`src/rtl/wdt_pkg.sv`:
```
package wdt_pkg;

  typedef enum logic [1:0] {
    ST_HOLD  = 2'd0,
    ST_PULSE = 2'd1,
    ST_RUN   = 2'd2
  } wdt_state_e;

  // Timeout in force: the long value applies while the grace flag is set.
  function automatic int unsigned pick_limit(input logic short_sel, input logic grace,
                                             input int unsigned short_t,
                                             input int unsigned long_t);
    return (short_sel && !grace) ? short_t : long_t;
  endfunction

  function automatic int unsigned pick_width(input logic wide, input int unsigned narrow_w,
                                             input int unsigned wide_w);
    return wide ? wide_w : narrow_w;
  endfunction

endpackage

```
`src/rtl/wdt_hb_sync.sv`:
```
module wdt_hb_sync (
  input  logic clk,
  input  logic init,
  input  logic hb_in,
  output logic hb_edge
);
  logic s1_q, s2_q, s3_q;

  always_ff @(posedge clk) begin
    if (init) begin
      s1_q <= hb_in;
      s2_q <= hb_in;
      s3_q <= hb_in;
    end else begin
      s1_q <= hb_in;
      s2_q <= s1_q;
      s3_q <= s2_q;
    end
  end

  assign hb_edge = s2_q ^ s3_q;

  // an edge pulse marks a change that entered the synchronizer earlier
  assert_edge_from_input_R1: assert property (@(posedge clk) disable iff (init)
    hb_edge |-> (s2_q != $past(s2_q)));
endmodule

```
`src/rtl/wdt_timeout.sv`:
```
module wdt_timeout #(
  parameter int unsigned SHORT_TICKS = 1024,
  parameter int unsigned LONG_TICKS  = 4096
) (
  input  logic clk,
  input  logic init,
  input  logic run,
  input  logic wd_en,
  input  logic sel_short,
  input  logic hb_edge,
  output logic expire
);
  import wdt_pkg::*;
  localparam int CW = $clog2(LONG_TICKS + 1);

  logic [CW-1:0] cnt_q;
  logic          grace_q;
  logic [CW-1:0] lim;

  assign lim    = CW'(pick_limit(sel_short, grace_q, SHORT_TICKS, LONG_TICKS));
  assign expire = run && wd_en && !hb_edge && (cnt_q == lim - CW'(1));

  always_ff @(posedge clk) begin
    if (init || !run) begin
      cnt_q   <= '0;
      grace_q <= 1'b1;
    end else if (hb_edge) begin
      cnt_q   <= '0;
      grace_q <= 1'b0;
    end else if (expire) begin
      cnt_q   <= '0;
    end else if (wd_en) begin
      cnt_q   <= cnt_q + CW'(1);
    end
  end

  // count never passes the long limit
  assert_count_bound_R3: assert property (@(posedge clk) disable iff (init)
    cnt_q < CW'(LONG_TICKS));
  // grace stays armed while reset is active
  assert_grace_in_reset_R4: assert property (@(posedge clk) disable iff (init)
    !run |=> grace_q);
  // disabled watchdog never expires
  assert_no_expire_disabled_R8: assert property (@(posedge clk) disable iff (init)
    !wd_en |-> !expire);
endmodule

```
`src/rtl/wdt_pulse.sv`:
```
module wdt_pulse #(
  parameter int unsigned NARROW_TICKS = 512,
  parameter int unsigned WIDE_TICKS   = 2048
) (
  input  logic clk,
  input  logic init,
  input  logic sup_fault,
  input  logic wide_rst,
  input  logic expire,
  output logic run,
  output logic wd_trip
);
  import wdt_pkg::*;
  localparam int WW = $clog2(WIDE_TICKS + 1);

  wdt_state_e    st_q;
  logic [WW-1:0] wcnt_q;
  logic          trip_q;
  logic          width_done;

  assign width_done = (wcnt_q == WW'(pick_width(wide_rst, NARROW_TICKS, WIDE_TICKS)) - WW'(1));

  always_ff @(posedge clk) begin
    if (init) begin
      st_q   <= sup_fault ? ST_HOLD : ST_PULSE;
      wcnt_q <= '0;
      trip_q <= 1'b0;
    end else if (sup_fault) begin
      st_q   <= ST_HOLD;
      wcnt_q <= '0;
      trip_q <= 1'b0;
    end else begin
      unique case (st_q)
        ST_HOLD: begin
          st_q   <= ST_PULSE;
          wcnt_q <= '0;
        end
        ST_PULSE: begin
          if (width_done) begin
            st_q   <= ST_RUN;
            wcnt_q <= '0;
          end else begin
            wcnt_q <= wcnt_q + WW'(1);
          end
        end
        default: begin
          if (expire) begin
            st_q   <= ST_PULSE;
            wcnt_q <= '0;
            trip_q <= 1'b1;
          end
        end
      endcase
    end
  end

  assign run     = (st_q == ST_RUN);
  assign wd_trip = trip_q;

  // width count stays within the wide limit
  assert_width_bound_R6: assert property (@(posedge clk) disable iff (init)
    wcnt_q < WW'(WIDE_TICKS));
  // expiry marks the trip flag
  assert_trip_on_expire_R10: assert property (@(posedge clk) disable iff (init)
    (run && expire && !sup_fault) |=> wd_trip);
endmodule

```
`src/rtl/wdt_reset_gen.sv`:
```
module wdt_reset_gen #(
  parameter int unsigned SHORT_TICKS  = 1024,
  parameter int unsigned LONG_TICKS   = 4096,
  parameter int unsigned NARROW_TICKS = 512,
  parameter int unsigned WIDE_TICKS   = 2048
) (
  input  logic clk,
  input  logic init,
  input  logic hb_in,
  input  logic sel_short,
  input  logic wd_en,
  input  logic wide_rst,
  input  logic sup_fault,
  output logic rst_n,
  output logic wd_trip
);
  logic hb_edge;
  logic expire;
  logic run;

  wdt_hb_sync u_sync (
    .clk    (clk),
    .init   (init),
    .hb_in  (hb_in),
    .hb_edge(hb_edge)
  );

  wdt_timeout #(.SHORT_TICKS(SHORT_TICKS), .LONG_TICKS(LONG_TICKS)) u_tmo (
    .clk      (clk),
    .init     (init),
    .run      (run),
    .wd_en    (wd_en),
    .sel_short(sel_short),
    .hb_edge  (hb_edge),
    .expire   (expire)
  );

  wdt_pulse #(.NARROW_TICKS(NARROW_TICKS), .WIDE_TICKS(WIDE_TICKS)) u_pulse (
    .clk      (clk),
    .init     (init),
    .sup_fault(sup_fault),
    .wide_rst (wide_rst),
    .expire   (expire),
    .run      (run),
    .wd_trip  (wd_trip)
  );

  assign rst_n = run;

  // a fault pulls reset low on the next cycle
  assert_fault_low_R7: assert property (@(posedge clk) disable iff (init)
    sup_fault |=> !rst_n);
  // reset never releases directly out of a fault
  assert_no_release_in_fault_R7: assert property (@(posedge clk) disable iff (init)
    $rose(rst_n) |-> !$past(sup_fault));
  // a fault clears the trip flag
  assert_fault_clears_trip_R10: assert property (@(posedge clk) disable iff (init)
    sup_fault |=> !wd_trip);
  // with the watchdog off, reset only falls on a fault or init
  assert_disabled_stays_high_R8: assert property (@(posedge clk) disable iff (init)
    (rst_n && !wd_en && !sup_fault) |=> rst_n);
endmodule

```
`config.mk`:
```
export PLATFORM = sky130hd
export DESIGN_NAME = wdt_reset_gen
export DESIGN_NICKNAME = d
export VERILOG_FILES = /design/src/rtl/wdt_pkg.sv /design/src/rtl/wdt_hb_sync.sv /design/src/rtl/wdt_timeout.sv /design/src/rtl/wdt_pulse.sv /design/src/rtl/wdt_reset_gen.sv
export SDC_FILE = /design/constraint.sdc
export NUM_CORES = 1
export LEC_CHECK = 0
export BUFFER_PORTS_ARGS = -buffer_cell sky130_fd_sc_hd__buf_2
export CAP_MARGIN = 20
export CORE_MARGIN = 4
export CORE_UTILIZATION = 62
export CTS_BUF_LIST = sky130_fd_sc_hd__clkbuf_8
export CTS_CLUSTER_SIZE = 28
export DETAILED_ROUTE_END_ITERATION = 8
export PLACE_DENSITY = 0.81
export SETUP_SLACK_MARGIN = 0.1
export SLEW_MARGIN = 30
export SYNTH_ARGS = -nofsm -noshare
export SYNTH_HDL_FRONTEND = slang
export SYNTH_SLANG_ARGS = --single-unit
```
`constraint.sdc`:
```
create_clock -name clk -period 3 [get_ports clk]
set_input_delay 0.3 -clock clk [delete_from_list [all_inputs] [get_ports clk]]
set_output_delay 0.3 -clock clk [all_outputs]
set_load 0.01 [all_outputs]
```
==> flow_metrics.py <==
metrics = {
    "drt": {
        "via_per_inst": 6.01,
        "ant_nets": 0,
        "finalWirelength_um": 2940,
        "dr.first_iter.drc_count": 48,
        "via_count": 1257,
        "drc": 0,
        "dr.pass1.iters": 4,
        "wire_per_inst_um": 14.1,
    },
    "floorplanning": {
        "die_height_um": 58.0,
        "dieArea_sq_mm": 0.00337,
        "initial_core_util_pct": 67.6,
        "coreArea_sq_mm": 0.00230,
        "ioPinCount": 9,
        "row_count": 17,
        "die_w_um": 58.0,
    },
    "setup_path": {
        "crit_chain": "ha_1 -> inv_1 -> or4_4 -> o31a_1 -> o21ai_0",
        "criticalPathCategory": "register to register",
        "required_ns": 2.96,
        "cp-start-kind": "register",
        "cp-end-kind": "register",
        "slowest_stage": "or4_4",
        "worst-endpoint-arrival_ns": 2.18,
        "cpPeakStageDelay_ns": 0.59,
        "critPathMaxFanout": 9,
    },
    "sta": {
        "relSlewSlack_pct": 57.2,
        "rsz0062_at_grt": "no",
        "tightest_slew_ns": 0.641,
        "fin_skew_ns": 0.00454,
        "clock.fmax_ghz": 0.451,
        "timing.final.crit_share_pct": 73.9,
        "setup_viol": 0,
        "slew_violations": 0,
        "layout_min_cycle_time_ns": 2.22,
        "finalHoldViolations": 0,
        "worst_slack_ns": 0.783,
        "finalSetupTns_ns": 0,
    },
    "cts": {
        "cts_hold_buf": 0,
        "path_clk_slew_ns": 0.06,
        "htreeDepth": 2,
        "cts-resized-gates": 0,
        "clock-sinks": 32,
        "cts_setup_buffers": 0,
        "root_buffer": "clkbuf_8",
        "cts_tree": "done",
        "clk_path_buf_depth": 2,
        "cts_made_buffers": 5,
        "clock_latency_ns": 0.28,
    },
    "logic_synthesis": {
        "synth_flop_cell": "dfxtp_1",
        "ys_types": 43,
        "synthArstFlopShare_pct": 0,
        "ys_seq_area_share_pct": 42.5,
        "netlist_instances": 170,
        "syn_avg_cell_area_sq_um": 9.13,
        "syn_area_sq_mm": 0.00155,
        "synth_top_area_share_pct": 38.7,
        "synth_seq_cells": 32,
        "synth_edf_count": 2,
        "ys_warn_count": 0,
        "synth_nets": 179,
        "yosysTopAreaCell": "dfxtp_1",
        "netlist_top_cells_area": "dfxtp_1 (39%), nor2_1 (4.4%), xnor2_1 (3.9%)",
    },
    "grt": {
        "grt_pass1_wl_um": 5120,
        "grt_max_degree": 14,
        "grt_pass1_vias": 1207,
        "grt_usage_pct": 19.7,
        "grt-ovfl-total": 0,
        "antenna_found_initial": 0,
    },
    "placement": {
        "pre_cts_slack_ns": 0.798,
        "io_buffers": 8,
        "dp_hpwl_um": 2120,
        "place_area_sq_mm": 0.00161,
        "place_congestion": 0.833,
    },
    "min_path": {
        "holdCritPathClass": "input port to register",
    },
    "status": {
        "status": "finished clean",
    },
    "power_and_ir_drop": {
        "p_per_area_mw_per_mm2": 496,
        "ir_drop_mv": 0.382,
        "cellLeakagePower_nw": 0.637,
        "p_total_mw": 0.847,
    },
    "layout": {
        "fill_cells": 180,
        "n_antenna_cell": 0,
        "final_common_cell": "dfxtp_1",
        "final_cell_area_sq_mm": 0.00171,
        "fin_nets": 189,
        "most-common-layout-cells": "dfxtp_1 (30), nor2_1 (18), inv_1 (12)",
        "drive_gt1_share_pct": 12.7,
        "syn2layout_area_growth_pct": 9.91,
    },
    "run": {
        "drv_cap": 0,
    },
}
## metal layers
layer	GRT usage (%)	vias up	share of wire, %
met5	0	-	0
met4	10.3	0	2.0
met3	4.90	7	4.8
met2	32.3	24	45
met1	23.7	593	48
li1	-	633	-
## power breakdown
group	internal (mW)	total [mW]	switching [mW]
clock network	0.206	0.358	0.153
logic	0.0169	0.0444	0.0274
registers	0.438	0.444	0.00654
## logic make-up (layout without fill, tap and decap cells)
| family | Yosys count | count (layout) | share of synthesized area [%] |
|---|---|---|---|
| XOR/XNOR | 14 | 14 | 7.90 |
| AND/OR/NAND/NOR | 70 | 70 | 25.0 |
| multiplexers | 3 | 3 | 2.01 |
| AO/OA/AOI/OAI | 31 | 31 | 16.0 |
| adder cells (fa/ha/maj) | 2 | 2 | 1.61 |
| buffers and inverters | 18 | 29 | 5.00 |
| flip-flops | 32 | 32 | 42.5 |
## sequential cells by signal (all words and copies together) (netlist names)
register	flops
u_sync.s2_q	1
u_pulse.st_q	2
u_sync.s1_q	1
u_tmo.cnt_q	13
u_pulse.wd_trip	1
u_sync.s3_q	1
u_tmo.grace_q	1
u_pulse.wcnt_q	12
## critical path, delay by kind of cell (launching register included)
kind / cells / cell delay, ns
and+or+nand+nor: 1 / 0.59
adders and majority gates: 1 / 0.24
buffers and inverters: 1 / 0.08
AOI/OAI and AO/OA: 2 / 0.59
DFF: 1 / 0.39
## final timing paths
kind	from	to	slack (ns)	depth (start not counted)
hold / removal	hb_in	u_sync.s1_q	0.13	1
setup / recovery	u_tmo.cnt_q[0]	u_pulse.st_q[1]	0.78	5
hold reg to reg	u_pulse.wd_trip	u_pulse.wd_trip	0.48	1
setup reg to reg	u_tmo.cnt_q[0]	u_pulse.st_q[1]	0.78	5
## final cells by class
cell class / count / area [sq um] / area share, %
flip-flops and latches: 32 / 661 / 38.7
clock inverters: 1 / 3.75 / 0.220
clock buffers: 7 / 96.3 / 5.65
multi-input cells: 120 / 815 / 47.7
inverters: 11 / 41.3 / 2.42
repair buffers: 10 / 55.1 / 3.23
well taps: 28 / 35.0 / 2.05
## per-stage QoR
stage / hold slack (ns) / utilization [%] / instances
2_1_floorplan: 0.328 / - / 170
3_3_place_gp: 0.418 / 69.9 / 201
3_5_place_dp: 0.420 / 69.9 / 201
4_1_cts: 0.127 / 74.3 / 209
5_1_grt: 0.129 / 74.3 / 209
6_report: 0.132 / 74.3 / 209
## synth_stat cells, types with 3 or more instances
| cell type | n |
|---|---|
| a21oi_1 | 3 |
| a22o_1 | 3 |
| a31oi_1 | 4 |
| and4_1 | 6 |
| clkbuf_1 | 4 |
| dfxtp_1 | 30 |
| inv_1 | 11 |
| nand2_1 | 8 |
| nand2b_1 | 6 |
| nand3_1 | 8 |
| nand4_1 | 5 |
| nor2_1 | 18 |
| nor3_1 | 8 |
| o21ai_0 | 6 |
| xnor2_1 | 7 |
| xor2_1 | 7 |
(Power assumes the default switching activity.)
